File: src/rtl/refpd_pkg.sv
package refpd_pkg;

   // Encoded state of the three-state detector output
   typedef enum logic [1:0] {
      PD_HIZ  = 2'b00,
      PD_PUMP = 2'b01,
      PD_SINK = 2'b10
   } pd_state_e;

   // Lowest legal divide ratio; smaller programmed values are raised to it
   localparam int unsigned FLOOR_RATIO = 3;

endpackage

File: src/rtl/ref_divider.sv
module ref_divider #(
   parameter int unsigned RATIO_W   = 14,
   parameter int unsigned MIN_RATIO = refpd_pkg::FLOOR_RATIO
) (
   input  logic               clk,
   input  logic               rst_n,
   input  logic               tick,
   input  logic [RATIO_W-1:0] ratio,
   output logic               pulse
);

   localparam logic [RATIO_W-1:0] MIN_R = RATIO_W'(MIN_RATIO);
   localparam logic [RATIO_W-1:0] ONE_R = RATIO_W'(1);

   logic [RATIO_W-1:0] cnt_q;
   logic [RATIO_W-1:0] eff_ratio;
   logic               term;

   // Clamp short ratios up to the floor
   always_comb begin
      eff_ratio = (ratio < MIN_R) ? MIN_R : ratio;
   end

   // Terminal count: counter at one (or zero just after reset)
   assign term = (cnt_q <= ONE_R);

   always_ff @(posedge clk or negedge rst_n) begin
      if (!rst_n) begin
         cnt_q <= '0;
         pulse <= 1'b0;
      end else begin
         pulse <= 1'b0;
         if (tick) begin
            if (term) begin
               cnt_q <= eff_ratio;
               pulse <= 1'b1;
            end else begin
               cnt_q <= cnt_q - ONE_R;
            end
         end
      end
   end

endmodule

File: src/rtl/pfd_core.sv
module pfd_core #(
   parameter bit REG_OUT = 1'b0
) (
   input  logic clk,
   input  logic rst_n,
   input  logic ref_edge,
   input  logic fb_edge,
   output logic flag_ref,
   output logic flag_fb,
   output logic drv_up,
   output logic drv_dn
);

   import refpd_pkg::*;

   logic      nxt_ref;
   logic      nxt_fb;
   pd_state_e st;

   // Each edge sets its flag; once both would be set, both clear
   always_comb begin
      nxt_ref = flag_ref | ref_edge;
      nxt_fb  = flag_fb  | fb_edge;
      if (nxt_ref && nxt_fb) begin
         nxt_ref = 1'b0;
         nxt_fb  = 1'b0;
      end
   end

   always_ff @(posedge clk or negedge rst_n) begin
      if (!rst_n) begin
         flag_ref <= 1'b0;
         flag_fb  <= 1'b0;
      end else begin
         flag_ref <= nxt_ref;
         flag_fb  <= nxt_fb;
      end
   end

   always_comb begin
      unique case ({flag_ref, flag_fb})
         2'b10:   st = PD_PUMP;
         2'b01:   st = PD_SINK;
         default: st = PD_HIZ;
      endcase
   end

   generate
      if (REG_OUT) begin : g_reg_out
         pd_state_e st_q;
         always_ff @(posedge clk or negedge rst_n) begin
            if (!rst_n) st_q <= PD_HIZ;
            else        st_q <= st;
         end
         assign drv_up = (st_q == PD_PUMP);
         assign drv_dn = (st_q == PD_SINK);
      end else begin : g_comb_out
         assign drv_up = (st == PD_PUMP);
         assign drv_dn = (st == PD_SINK);
      end
   endgenerate

endmodule

File: src/rtl/lock_detect.sv
module lock_detect #(
   parameter bit REG_OUT = 1'b0
) (
   input  logic clk,
   input  logic rst_n,
   input  logic flag_a,
   input  logic flag_b,
   output logic locked
);

   logic idle;
   assign idle = ~(flag_a | flag_b);

   generate
      if (REG_OUT) begin : g_reg_lock
         logic lk_q;
         always_ff @(posedge clk or negedge rst_n) begin
            if (!rst_n) lk_q <= 1'b1;
            else        lk_q <= idle;
         end
         assign locked = lk_q;
      end else begin : g_comb_lock
         assign locked = idle;
      end
   endgenerate

endmodule

File: src/rtl/refpd_top.sv
module refpd_top #(
   parameter int unsigned RATIO_W   = 14,
   parameter int unsigned MIN_RATIO = refpd_pkg::FLOOR_RATIO,
   parameter bit          REG_OUT   = 1'b0
) (
   input  logic               clk,
   input  logic               rst_n,
   input  logic               ref_tick,
   input  logic [RATIO_W-1:0] ref_ratio,
   input  logic               fb_pulse,
   output logic               ref_pulse,
   output logic               pd_up_en,
   output logic               pd_dn_en,
   output logic               lock_ok
);

   generate
      if (RATIO_W < 2 || RATIO_W > 32) begin : g_bad_width
         $error("refpd_top: RATIO_W out of range");
      end
      if (MIN_RATIO < 2 || MIN_RATIO >= (64'd1 << RATIO_W)) begin : g_bad_floor
         $error("refpd_top: MIN_RATIO does not fit RATIO_W");
      end
   endgenerate

   logic flag_ref;
   logic flag_fb;

   ref_divider #(
      .RATIO_W  (RATIO_W),
      .MIN_RATIO(MIN_RATIO)
   ) u_div (
      .clk  (clk),
      .rst_n(rst_n),
      .tick (ref_tick),
      .ratio(ref_ratio),
      .pulse(ref_pulse)
   );

   pfd_core #(
      .REG_OUT(REG_OUT)
   ) u_pfd (
      .clk     (clk),
      .rst_n   (rst_n),
      .ref_edge(ref_pulse),
      .fb_edge (fb_pulse),
      .flag_ref(flag_ref),
      .flag_fb (flag_fb),
      .drv_up  (pd_up_en),
      .drv_dn  (pd_dn_en)
   );

   lock_detect #(
      .REG_OUT(REG_OUT)
   ) u_lock (
      .clk   (clk),
      .rst_n (rst_n),
      .flag_a(flag_ref),
      .flag_b(flag_fb),
      .locked(lock_ok)
   );

endmodule

File: config.mk
export PLATFORM = sky130hd
export DESIGN_NAME = refpd_top
export DESIGN_NICKNAME = d
export VERILOG_FILES = /design/src/rtl/refpd_pkg.sv /design/src/rtl/ref_divider.sv /design/src/rtl/pfd_core.sv /design/src/rtl/lock_detect.sv /design/src/rtl/refpd_top.sv
export SDC_FILE = /design/constraint.sdc
export NUM_CORES = 1
export LEC_CHECK = 0
export BUFFER_PORTS_ARGS = -buffer_cell sky130_fd_sc_hd__buf_2
export CAP_MARGIN = 0
export CORE_UTILIZATION = 23
export CTS_CLUSTER_DIAMETER = 80
export DETAILED_ROUTE_END_ITERATION = 6
export RECOVER_POWER = 50
export SLEW_MARGIN = 20
export SYNTH_ARGS = -nofsm -noshare
export SYNTH_HDL_FRONTEND = slang
export SYNTH_SLANG_ARGS = --single-unit
File: constraint.sdc
create_clock -name clk -period 3.05 [get_ports clk]
set_clock_uncertainty 0.2 [all_clocks]
set_input_delay 0.61 -clock clk [delete_from_list [all_inputs] [get_ports clk]]
set_output_delay 0.61 -clock clk [all_outputs]
set_load 0.05 [all_outputs]
# Word-level counts from Yosys, hierarchy flattened
# Index checks and enable logic that the tools add are counted.
[word_totals] register_bits=17
[op_classes] addsub=1 order_cmp=2 n_eq_ne=4 muxes=7 bitwise_logic=4 n_reduce_logical=1
[op_table] cell="2-to-1 mux 14 bit" count=2
[op_table] cell="<= comparator 14 x 1 -> 1 bit (second input constant)" count=1
[op_table] cell="less-than comparator 14 x 2 -> 1 bit (second input constant)" count=1
[op_table] cell="subtractor 14 x 1 -> 14 bit (second input constant)" count=1
[op_table] cell="equality test 2 x 1 -> 1 bit (second input constant)" count=2
[op_table] cell="equality test 2 bit (second input constant)" count=2
[op_table] cell="2-to-1 mux 1 bit" count=4
[op_table] cell="case mux 2 bit (2 select lines)" count=1
[op_table] cell="bitwise OR 1 bit" count=3
[op_table] cell="logical AND 1 bit" count=1
[op_table] cell="NOT 1 bit" count=1

# Depth between registers and ports, before layout
# Gate-level depths: netlist of run 1.
[logic_depth] word_depth=3 depth_mapped=8 mapped_depth_nobuf=6

# By module
# From an unflattened synthesis of run 1, not the netlist that was laid out.
[hier_totals] hier_cells=119 area_unflattened_um2=1064.8
[by_module_without_submodules] module="ref_divider" n_inst=1 cells_each=111 area_each_um2=979.7
[by_module_without_submodules] module="pfd_core" n_inst=1 cells_each=7 area_each_um2=81.3
[by_module_without_submodules] module="lock_detect" n_inst=1 cells_each=1 area_each_um2=3.8

# Worst setup path after synthesis of run 1
# No wires, ideal clock.
[synth_timing] path_type="register -> register" startpoint="reg u_div.cnt_q[10]" endpoint="reg u_div.cnt_q[1]" setup_time_ps=127 t_arrival_ps=1967 path_slack_ps=756 path_stages_with_launch=8 n_path_buf=2 cell_sequence="dfrtp_1 -> or4_4 -> or3_4 -> or2_0 -> buf_2 -> buf_6 -> nor3_1 -> o22ai_1"
[synth_between] elab_chain_cells=2
[synth_rtl] item="start: declaration" line="ref_divider.sv:15" rtl="logic [RATIO_W-1:0] cnt_q;"
[synth_rtl] item="start signal: assignment" line="ref_divider.sv:35" rtl="cnt_q <= eff_ratio;"
[synth_rtl] item="start signal: assignment" line="ref_divider.sv:38" rtl="cnt_q <= cnt_q - ONE_R;"
[synth_rtl] item="<= comparator 14 x 1 -> 1 bit" line="ref_divider.sv:25" rtl="assign term = (cnt_q <= ONE_R);"
[synth_rtl] item="2-to-1 mux 14 bit" line="ref_divider.sv:34" rtl="if (term) begin"
# Every way passes these cells.
# A chain may end at the register's enable or synchronous reset.

# Worst setup path in the final report of run 1
[layout_timing] startpoint="reg u_div.cnt_q[10]" endpoint="reg u_div.cnt_q[12]"
[layout_between] elab_chain_cells=2 word_cells_on_any_way=3
[layout_rtl] item="subtractor 14 x 1 -> 14 bit / <= comparator 14 x 1 -> 1 bit (equally long branches)" line="ref_divider.sv:38, ref_divider.sv:25"
[layout_rtl] item="2-to-1 mux 14 bit *" line="ref_divider.sv:34"
# Every way passes the cells marked *; elsewhere a longest branch is shown, timed or not.

==> summary.md, run 1 <==
| Metric | Value |
|---|---|
| Max cap viols | 0 |
| Logic pwr share | 26.0% |
| Rows | 23 |
| Routed Antenna Nets | 0 |
| Drt wl/cell | 13.0 um |
| Global-route wire length before repair | 4.16 mm |
| GRT Overall Usage | 12.2% |
| Post-Syn Nets | 129 |
| Yosys top cell area share | 42.1% |
| Main synth FF type | dfrtp_1 |
| Synth Warn # | 0 |
| Post-synth EDFFs | 0 |
| Syn Inst Count | 109 |
| Crit path time final | 2.57 ns |
| Netlist Area Pre-Place | 1010 um2 |
| Worst VDD drop | 0.000144 V |
| Post-synthesis mux area share | 2.97% |
| Power share of the sequential group | 50.3% |
| Synth Area in Adders | 2.48% |
| Setup Fix Bufs, Post-CTS | 0 |
| Hold crit path type | flip-flop to flip-flop |
| Startpoint types | flip-flop |
| Clk sink count | 17 |
| Setup TNS | 0 ns |
| Ys async rst share | 100% |
| Arrival time at the worst endpoint | 2.51 ns |
| Max Fclk | 390 MHz |
| Sw frac | 35.4% |
| Vias in the first global route | 914 |
| Register bit total from synthesis | 17 |
| Critical path required time | 2.99 ns |
| Drc violations | 0 |
| Max Slew Vio Count | 0 |
| Sequential share of the synthesized area | 42.1% |
| Syn-to-layout area delta | 18.4% |
| Routability cong. | 0.746 |
| Main combinational cell family by area after synthesis | compound AO/OA/AOI/OAI gates |
| PnR worst setup slack | 0.483 ns |
| Clock tree root buffer cell | clkbuf_8 |
| Tightest Pin Transition | 0.932 ns |
| Status | completed |
| Setup violators final | 0 |
| Initial DRT Pass Iterations | 4 |
| Share of layout cells above drive strength 1 | 22.1% |
| Die area | 4660 um2 |
| Final core occ | 29.1% |
| Slowest Stage Delay on Critical Path | 0.55 ns |
| RSZ-0062 raised after global routing | false |
| CTS Buffer Depth | 2 |
| Ant diodes | 0 |
| Core area | 4120 um2 |
| Pwr per Cell Area | 605 nW/um2 |
| WS Path Type | flip-flop to flip-flop |
| Synth Area in Compound Gates | 25.4% |
| Clock share of power | 23.7% |
| DRT Wirelength | 2.36 mm |
| Hold_buf cts | 0 |
| Power Internal | 468 uW |
| Top post-synthesis cells by count | dfrtp_1 (17), nor2_1 (9), o21ai_0 (9), inv_1 (7) |
| Hold slack | 0.246 ns |
| Synth area leaders | dfrtp_1 (42%), o21ai_0 (4.5%), o2bb2ai_1 (4.3%), nor4_1 (3.7%), nor2_1 (3.3%) |
| Die height | 68.3 um |
| Die X | 68.3 um |
| Crit-path max FO | 13 |
| Simple-Gate Fraction of Synth Area | 20.9% |
| Fin crit share | 84.2% |
| # H-tree levels | 1 |
| Largest net degree at the start of global routing | 21 |
| TritonCTS buffer count | 3 |
| Crit-path cells | or4_4 > or3_4 > or2_0 > a2bb2oi_1 > o22a_1 |
| # IOs | 22 |
| Most common cell in the synthesized netlist | dfrtp_1 |
| Leakage | 0.519 nW |
| Synth cell types | 34 |
| Crit path capture type | flip-flop |
| Critical-path top delay cell | or4_4 |
| Fin nets | 152 |
| Vias post-DR | 914 |
| Switching Power | 256 uW |
| Max-slew headroom | 37.8% |
| Reg clk slew, reported paths | 0.06 ns |
| Post-cts sizing count | 0 |
| CTS tree | built |
| Vias/cell | 5.05 |
| Syn Area/Cell | 9.27 um2 |
| IO Port Bufs | 21 |
| Hpwl dp | 1.78 mm |
| Filler cells | 467 |
| XOR/XNOR share of the synthesized area | 0% |
| Pre-CTS setup slack | 0.490 ns |
| 1st-iter DRT viols | 34 |
| Final Hold Vio Count | 0 |
| Initial antenna violation count | 0 |
| Synth area leader | dfrtp_1 |
| Grt ovf | 0 |
| Worst skew pair latency | 0.26 ns |
| Starting Density | 24.6% |
[worst max-delay path: cells and delay by family, from the launching register on]
| family | cells | cell delay (ns) |
|---|---|---|
| flip-flops | 1 | 0.39 |
| AND/OR/NAND/NOR | 3 | 1.42 |
| AO/OA/AOI/OAI | 2 | 0.44 |
[layer usage]
metal	up-vias	wire (um)	global-route usage, %	part of all wire (%)
li1	457	-	-	-
met1	432	1140	15.5	48
met4	0	78	8.33	3.3
met5	-	0	0	0
met3	7	63	1.50	2.7
met2	18	1080	19.1	46
[cell type report]
cell class | instances | area (um2) | area share (%)
flip-flops and latches | 17 | 425 | 35.5
multi-input cells | 80 | 523 | 43.7
repair buffers | 22 | 111 | 9.30
clock buffers | 4 | 45.0 | 3.76
inverters | 8 | 30.0 | 2.51
well taps | 50 | 62.6 | 5.22
[worst paths after layout]
check                                            start                           to  slack (ns)  cells past startpoint
setup reg to reg           u_div.cnt_q[10]$_DFFE_PN0P_  u_div.cnt_q[12]$_DFFE_PN0P_        0.48                      5
hold reg to reg                  u_div.pulse$_DFF_PN0_      u_pfd.flag_fb$_DFF_PN0_        0.25                      1
setup / recovery           u_div.cnt_q[10]$_DFFE_PN0P_  u_div.cnt_q[12]$_DFFE_PN0P_        0.48                      5
min in group asynchronous                        rst_n   u_div.cnt_q[0]$_DFFE_PN0P_        0.27                      1
max in group asynchronous                        rst_n     u_pfd.flag_ref$_DFF_PN0_        1.81                      1
hold / removal                   u_div.pulse$_DFF_PN0_      u_pfd.flag_fb$_DFF_PN0_        0.25                      1
[power groups by stage]
stage / Combinational, mW / Sequential (mW) / Clock (mW)
after floorplan: 0.146 / 0.346 / 0
after global placement: 0.189 / 0.362 / 0
after detailed placement: 0.189 / 0.366 / 0
after CTS: 0.190 / 0.362 / 0.178
after global routing: 0.220 / 0.377 / 0.190
final: 0.188 / 0.364 / 0.171
[stage by stage]
step                      instances  cell area (um2)  power (mW)
after floorplan                 109             1010       0.492
after global placement          177             1150       0.551
after detailed placement        177             1150       0.555
after CTS                       181             1200       0.730
after global routing            181             1200       0.787
final                           181             1200       0.724
[logic make-up after synthesis]
group,after synthesis
buf+inv,12
simple gates,39
flops,17
fa+ha+maj,2
mux,3
compound gates,36
[cell usage in the layout, fill, tap and decap left out, types with 2 or more instances in the layout]
| master | n |
|---|---|
| nor4_1 | 6 |
| mux2i_1 | 3 |
| o211ai_1 | 3 |
| nand3_1 | 6 |
| nor2b_1 | 2 |
| dfrtp_1 | 17 |
| a22oi_1 | 4 |
| a2bb2oi_1 | 2 |
| o2bb2ai_1 | 5 |
| nor3_1 | 6 |
| clkbuf_8 | 3 |
| inv_1 | 7 |
| or3_1 | 2 |
| buf_2 | 20 |
| nor2_1 | 9 |
| a21oi_1 | 3 |
| o21a_1 | 2 |
| nand2_1 | 3 |
| clkbuf_1 | 2 |
| ha_1 | 2 |
| o21ai_0 | 9 |
[sequential cells by signal, indices dropped and copies added, names as in the netlist]
signal          flops
u_div.cnt_q        14
u_div.pulse         1
u_pfd.flag_fb       1
u_pfd.flag_ref      1
No activity file was read; power rests on OpenSTA's default activity.
==> run 2: changes to the inputs <==
==> constraint.sdc (replaced) <==
create_clock -name clk -period 2.5 [get_ports clk]
set_clock_uncertainty 0.2 [all_clocks]
set_input_delay 0.5 -clock clk [delete_from_list [all_inputs] [get_ports clk]]
set_output_delay 0.5 -clock clk [all_outputs]
set_load 0.05 [all_outputs]
==> run 2 against run 1 <==
Wire length is 4.6% higher. Clock power is 25% higher. Cell count is 2.8% higher. Via count is 2.3% higher. Critical path depth is 1 higher. Non-clock buffer count is 5 higher. Critical endpoint unchanged. Largest cell class unchanged. Critical path type unchanged. Sequential power is 22% higher.
==> summary.md, run 2 (same netlist as run 1, synthesis figures left out) <==
| Metric | Value |
|---|---|
| Share of layout cells above drive strength 1 | 25.0% (+2.9 points) |
| Ant diodes | 0 (unchanged) |
| Crit path time final | 2.37 ns (-0.193 ns) |
| Post-cts sizing count | 0 (unchanged) |
| Hpwl dp | 1.82 mm (+2.7%) |
| # H-tree levels | 1 (unchanged) |
| Routed Antenna Nets | 0 (unchanged) |
| IO Port Bufs | 21 (unchanged) |
| Status | completed |
| Rows | 23 (unchanged) |
| Die area | 4660 um2 (unchanged) |
| RSZ-0062 raised after global routing | false |
| Clk sink count | 17 (unchanged) |
| Crit-path max FO | 7 (-6) |
| Syn-to-layout area delta | 22.5% |
| Die height | 68.3 um (unchanged) |
| Cells after DPL | 181 (+2.3%) |
| Crit path capture type | flip-flop |
| Drt wl/cell | 13.3 um (+1.8%) |
| Starting Density | 24.6% (unchanged) |
| Core area | 4120 um2 (unchanged) |
| Vias in the first global route | 828 (-9.4%) |
| Setup violators final | 0 (unchanged) |
| Critical path required time | 2.44 ns (-0.55 ns) |
| Final core occ | 30.1% (+1.0 points) |
| Area of the multi-input gates | 523 um2 (unchanged) |
| Reg area | 425 um2 (unchanged) |
| Largest net degree at the start of global routing | 21 (unchanged) |
| Setup TNS | 0 ns (unchanged) |
| WS Path Type | flip-flop to flip-flop |
| GR Layer Usage met2 | 18.3% (-0.86 points) |
| Final Hold Vio Count | 0 (unchanged) |
| GRT Overall Usage | 11.7% (-0.47 points) |
| Grt met1 use | 15.3% (-0.22 points) |
| Reg clk slew, reported paths | 0.07 ns (about the same) |
| Vias/cell | 5.03 (-0.45%) |
| Initial DRT Pass Iterations | 4 (unchanged) |
| Worst skew pair latency | 0.26 ns (about the same) |
| M3 GR Usage | 1.67% (+0.17 points) |
| Most used routing layer | met2 |
| Grt ovf | 0 (unchanged) |
| Fin nets | 157 (+3.3%) |
| 1st-iter DRT viols | 54 (+59%) |
| Die X | 68.3 um (unchanged) |
| Global-route wire length before repair | 3.94 mm (-5.3%) |
| DRT Wirelength | 2.47 mm (+4.6%) |
| Clock tree root buffer cell | clkbuf_8 |
| CTS Buffer Depth | 2 (unchanged) |
| Drc violations | 0 (unchanged) |
| Max-slew headroom | 35.2% (-2.6 points) |
| Hold crit path type | flip-flop to flip-flop |
| Leakage | 0.544 nW (+4.9%) |
| Arrival time at the worst endpoint | 2.32 ns (-0.19 ns) |
| Hold slack | 0.253 ns (+0.00680 ns) |
| Tightest Pin Transition | 0.972 ns (+0.0395 ns) |
| Fin crit share | 94.9% (+11 points) |
| Pwr per Cell Area | 728 nW/um2 (+20%) |
| Max Fclk | 421 MHz (+8.1%) |
| Commonest non-fill, non-tap cell in the layout | buf_2 |
| Worst VDD drop | 0.000223 V (+55%) |
| Routability cong. | 0.783 (+5.0%) |
| Reg with most FFs | u_div.cnt_q |
| Final Non-Filler Cells | 186 (+2.8%) |
| TritonCTS buffer count | 3 (unchanged) |
| Vias post-DR | 935 (+2.3%) |
| Max cap viols | 0 (unchanged) |
| Commonest cells after routing, fill and taps aside | buf_2 (20), dfrtp_1 (17), nor2_1 (9), o21ai_0 (9), inv_1 (7) |
| Filler cells | 431 (-7.7%) |
| Initial antenna violation count | 0 (unchanged) |
| Startpoint types | flip-flop |
| CTS tree | built |
| # IOs | 22 (unchanged) |
| Number of flip-flops in the largest register | 14 (unchanged) |
| Max Slew Vio Count | 0 (unchanged) |
## run 2: cell type report
type / instances / area share, %
Inverter: 8 / 2.42
Clock buffer: 3 / 3.33
Timing Repair Buffer: 27 / 12.2
Clock inverter: 1 / 0.404
Sequential cell: 17 / 34.3
Multi-Input combinational cell: 80 / 42.2
Tap cell: 50 / 5.05
## run 2: final timing paths
check | cells after the start | slack, ns | start | to
max in group asynchronous | 2 | 0.79 | rst_n | u_div.cnt_q[12]$_DFFE_PN0P_
hold / removal | 1 | 0.25 | u_div.pulse$_DFF_PN0_ | u_pfd.flag_fb$_DFF_PN0_
setup / recovery | 6 | 0.13 | u_div.cnt_q[10]$_DFFE_PN0P_ | u_div.cnt_q[12]$_DFFE_PN0P_
hold reg to reg | 1 | 0.25 | u_div.pulse$_DFF_PN0_ | u_pfd.flag_fb$_DFF_PN0_
setup reg to reg | 6 | 0.13 | u_div.cnt_q[10]$_DFFE_PN0P_ | u_div.cnt_q[12]$_DFFE_PN0P_
min in group asynchronous | 2 | 0.71 | rst_n | u_div.cnt_q[1]$_DFFE_PN0P_
## run 2: per-layer routing
| layer | up-vias | routed length (um) |
|---|---|---|
| met5 | - | 0 |
| met4 | 0 | 57 |
| met3 | 5 | 94 |
| met2 | 22 | 1100 |
| met1 | 441 | 1220 |
| li1 | 467 | - |
## run 2: worst max-delay path, cell delays in order (launching register included)
cell and delay, ns:
dfrtp_1 0.40, or4_4 0.55, or3_4 0.37, or2_0 0.25, buf_4 0.17, a2bb2oi_1 0.13
o22a_1 0.20
## run 2: per-stage QoR
step / power (mW) / setup slack (ns) / instance area [um2]
2_1_floorplan: 0.601 / 0.206 / 1010
5_1_grt: 0.961 / 0.0696 / 1240
4_1_cts: 0.910 / 0.133 / 1240
3_3_place_gp: 0.690 / 0.182 / 1180
3_5_place_dp: 0.692 / 0.139 / 1180
6_report: 0.902 / 0.126 / 1240
## run 2: power breakdown
| group | total (mW) | switching, mW | internal [mW] |
|---|---|---|---|
| registers | 0.444 | 0.0936 | 0.351 |
| clock network | 0.213 | 0.102 | 0.111 |
| logic | 0.245 | 0.126 | 0.119 |
| total | 0.902 | 0.321 | 0.580 |
## run 2: timing repair
action,in CTS,in global routing
hold endpoints to repair,17,0
hold buffers,1,0
buffers inserted,0,0
==> run 3: changes to the inputs <==
--- a/config.mk
+++ b/config.mk
@@ -8,6 +8,7 @@
 export BUFFER_PORTS_ARGS = -buffer_cell sky130_fd_sc_hd__buf_2
 export CAP_MARGIN = 0
 export CORE_UTILIZATION = 23
+export CTS_BUF_LIST = sky130_fd_sc_hd__clkbuf_4
 export CTS_CLUSTER_DIAMETER = 80
 export DETAILED_ROUTE_END_ITERATION = 6
 export RECOVER_POWER = 50
==> run 3 against run 2 <==
Via count decreased by 0.32%. Global-route usage barely moved. Die area unchanged. Total power shrank 6.1%. Utilization shrank 0.46 points. Critical path type unchanged. Sequential share of layout area increased by 0.53 points. Flip-flop and latch count is the same. Sequential power hardly changed. Worst hold slack worse by 0.021 ns.
==> summary.md, run 3 (same netlist as run 1, synthesis figures left out) <==
| Metric | Value |
|---|---|
| Final Non-Filler Cells | 186 (unchanged) |
| Max Fclk | 421 MHz (about the same) |
| Filler cells | 435 (+0.93%) |
| Grt ovf | 0 (unchanged) |
| Buffers & Inverters on Critical Path | 1 (unchanged) |
| Reg with most FFs | u_div.cnt_q |
| Crit-path cells | or4_4 > or3_4 > or2_0 > buf_4 > a2bb2oi_1 > o22a_1 |
| Crit path time final | 2.37 ns (+0.000810 ns) |
| Worst setup path end | u_div.cnt_q[12]$_DFFE_PN0P_ |
| Largest net degree at the start of global routing | 21 (unchanged) |
| # H-tree levels | 1 (unchanged) |
| Rows | 23 (unchanged) |
| Pwr per Cell Area | 694 nW/um2 (-4.6%) |
| Fin crit share | 95.0% (about the same) |
| Drt wl/cell | 13.2 um (-0.53%) |
| Hold crit path type | input port to flip-flop |
| # IOs | 22 (unchanged) |
| Critical path required time | 2.50 ns (+0.06 ns) |
| TritonCTS buffer count | 3 (unchanged) |
| GRT Overall Usage | 11.8% (+0.035 points) |
| Design Power | 847 uW (-6.1%) |
| RSZ-0062 raised after global routing | false |
| Core area | 4120 um2 (unchanged) |
| Hpwl dp | 1.82 mm (unchanged) |
| Status | completed |
| Worst VDD drop | 0.000188 V (-16%) |
| Commonest non-fill, non-tap cell in the layout | buf_2 |
| Worst skew pair latency | 0.31 ns (+0.05 ns) |
| Die area | 4660 um2 (unchanged) |
| Setup Fix Bufs, Post-CTS | 0 (unchanged) |
| Reg clk slew, reported paths | 0.10 ns (+0.03 ns) |
| Vias post-DR | 932 (-0.32%) |
| Max-slew headroom | 35.3% (+0.096 points) |
| CTS tree | built |
| Share of layout cells above drive strength 1 | 25.0% (unchanged) |
| Crit path from | u_div.cnt_q[10]$_DFFE_PN0P_ |
| Number of flip-flops in the largest register | 14 (unchanged) |
| Reg2reg setup slack | 0.13 ns (about the same) |
| R2r startpoint | u_div.cnt_q[10]$_DFFE_PN0P_ |
| Setup TNS | 0 ns (unchanged) |
| Max Slew Vio Count | 0 (unchanged) |
| R2R depth | 6 (unchanged) |
| Setup violators final | 0 (unchanged) |
| Crit path capture type | flip-flop |
| Initial DRT Pass Iterations | 4 (unchanged) |
| Area post-placement | 1180 um2 (unchanged) |
| Instance count on the critical path | 6 (unchanged) |
| Critical-path top delay cell | or4_4 |
| Fin area | 1220 um2 (-1.5%) |
| Clock tree root buffer cell | clkbuf_4 |
| Syn-to-layout area delta | 20.7% |
| Crit-path max FO | 7 (unchanged) |
| Starting Density | 24.6% (unchanged) |
| Routed Antenna Nets | 0 (unchanged) |
| Drc violations | 0 (unchanged) |
| Commonest cells after routing, fill and taps aside | buf_2 (20), dfrtp_1 (17), nor2_1 (9), o21ai_0 (9), inv_1 (7) |
| Max cap viols | 0 (unchanged) |
| Reg-to-Reg End | u_div.cnt_q[12]$_DFFE_PN0P_ |
| Crit path max-delay family | simple AND/OR/NAND/NOR gates |
| Reg area | 425 um2 (unchanged) |
| Arrival time at the worst endpoint | 2.37 ns (+0.05 ns) |
| Die X | 68.3 um (unchanged) |
| Clk sink count | 17 (unchanged) |
| WS Path Type | flip-flop to flip-flop |
| 1st-iter DRT viols | 50 (-7.4%) |
| CTS Buffer Depth | 2 (unchanged) |
| Fin nets | 157 (unchanged) |
| Vias in the first global route | 829 (+0.12%) |
| Final Hold Vio Count | 0 (unchanged) |
| DRT Wirelength | 2.45 mm (-0.53%) |
| Global-route wire length before repair | 3.95 mm (+0.18%) |
| Routability cong. | 0.783 (unchanged) |
| Cells after DPL | 181 (unchanged) |
| Ant diodes | 0 (unchanged) |
| Initial antenna violation count | 0 (unchanged) |
| Area of the multi-input gates | 523 um2 (unchanged) |
| Die height | 68.3 um (unchanged) |
| Leakage | 0.536 nW (-1.4%) |
| Startpoint types | flip-flop |
| Vias/cell | 5.01 (-0.32%) |
| Tightest Pin Transition | 0.970 ns (-0.00145 ns) |
| IO Port Bufs | 21 (unchanged) |
| Hold slack | 0.233 ns (-0.0206 ns) |
| Slowest Stage Delay on Critical Path | 0.55 ns (about the same) |
-- run 3: cell counts in the layout (fill, tap and decap cells not counted) --
No cell type changed its count.
-- run 3: worst min path at each step --
| stage | startpoint | endpoint | slack (ns) | cells past startpoint |
|---|---|---|---|---|
| after global routing | fb_pulse | u_pfd.flag_ref$_DFF_PN0_ | 0.23 | 3 |
| after CTS | fb_pulse | u_pfd.flag_ref$_DFF_PN0_ | 0.22 | 3 |
| final | fb_pulse | u_pfd.flag_ref$_DFF_PN0_ | 0.23 | 3 |
| after detailed placement | u_div.pulse$_DFF_PN0_ | u_pfd.flag_fb$_DFF_PN0_ | 0.25 | 1 |
| after global placement | rst_n | u_div.cnt_q[1]$_DFFE_PN0P_ | 0.25 | 1 |
| after floorplan | rst_n | u_div.cnt_q[0]$_DFFE_PN0P_ | 0.004 | 0 |
-- run 3: metrics by stage --
stage | setup slack (ns) | util, %
after floorplan | 0.206 | -
after global placement | 0.182 | 28.8
after detailed placement | 0.139 | 28.8
after CTS | 0.128 | 29.7
after global routing | 0.0608 | 29.6
final | 0.126 | 29.6
-- run 3: timing repair --
action                                 CTS  global route
resized for setup                        0             0
endpoints found under the hold margin   17             0
hold buffers                             1             0
-- run 3: worst min-delay path: stages --
cell	delay (ns)
buf_2	0.08
nor2_1	0.04
o21a_1	0.09
-- run 3: cell type report --
type | count | area share, %
Multi-Input combinational cell | 80 | 42.9
Sequential cell | 17 | 34.9
Timing Repair Buffer | 27 | 12.4
Tap cell | 50 | 5.13
Clock buffer | 3 | 1.85
Clock inverter | 1 | 0.410
Inverter | 8 | 2.46
-- run 3: power breakdown --
| part | internal [mW] | total (mW) | switching, mW |
|---|---|---|---|
| sequential | 0.350 | 0.443 | 0.0930 |
| clock | 0.0598 | 0.159 | 0.0988 |
| combinational | 0.119 | 0.246 | 0.127 |
| total | 0.529 | 0.847 | 0.319 |
-- run 3: per-layer routing --
layer	track usage [%]	share of wire, %	vias up
met1	15.3	50	439
met3	1.67	3.4	5
li1	-	-	468
met4	7.03	2.3	0
met5	0	0	-
met2	18.4	44	20
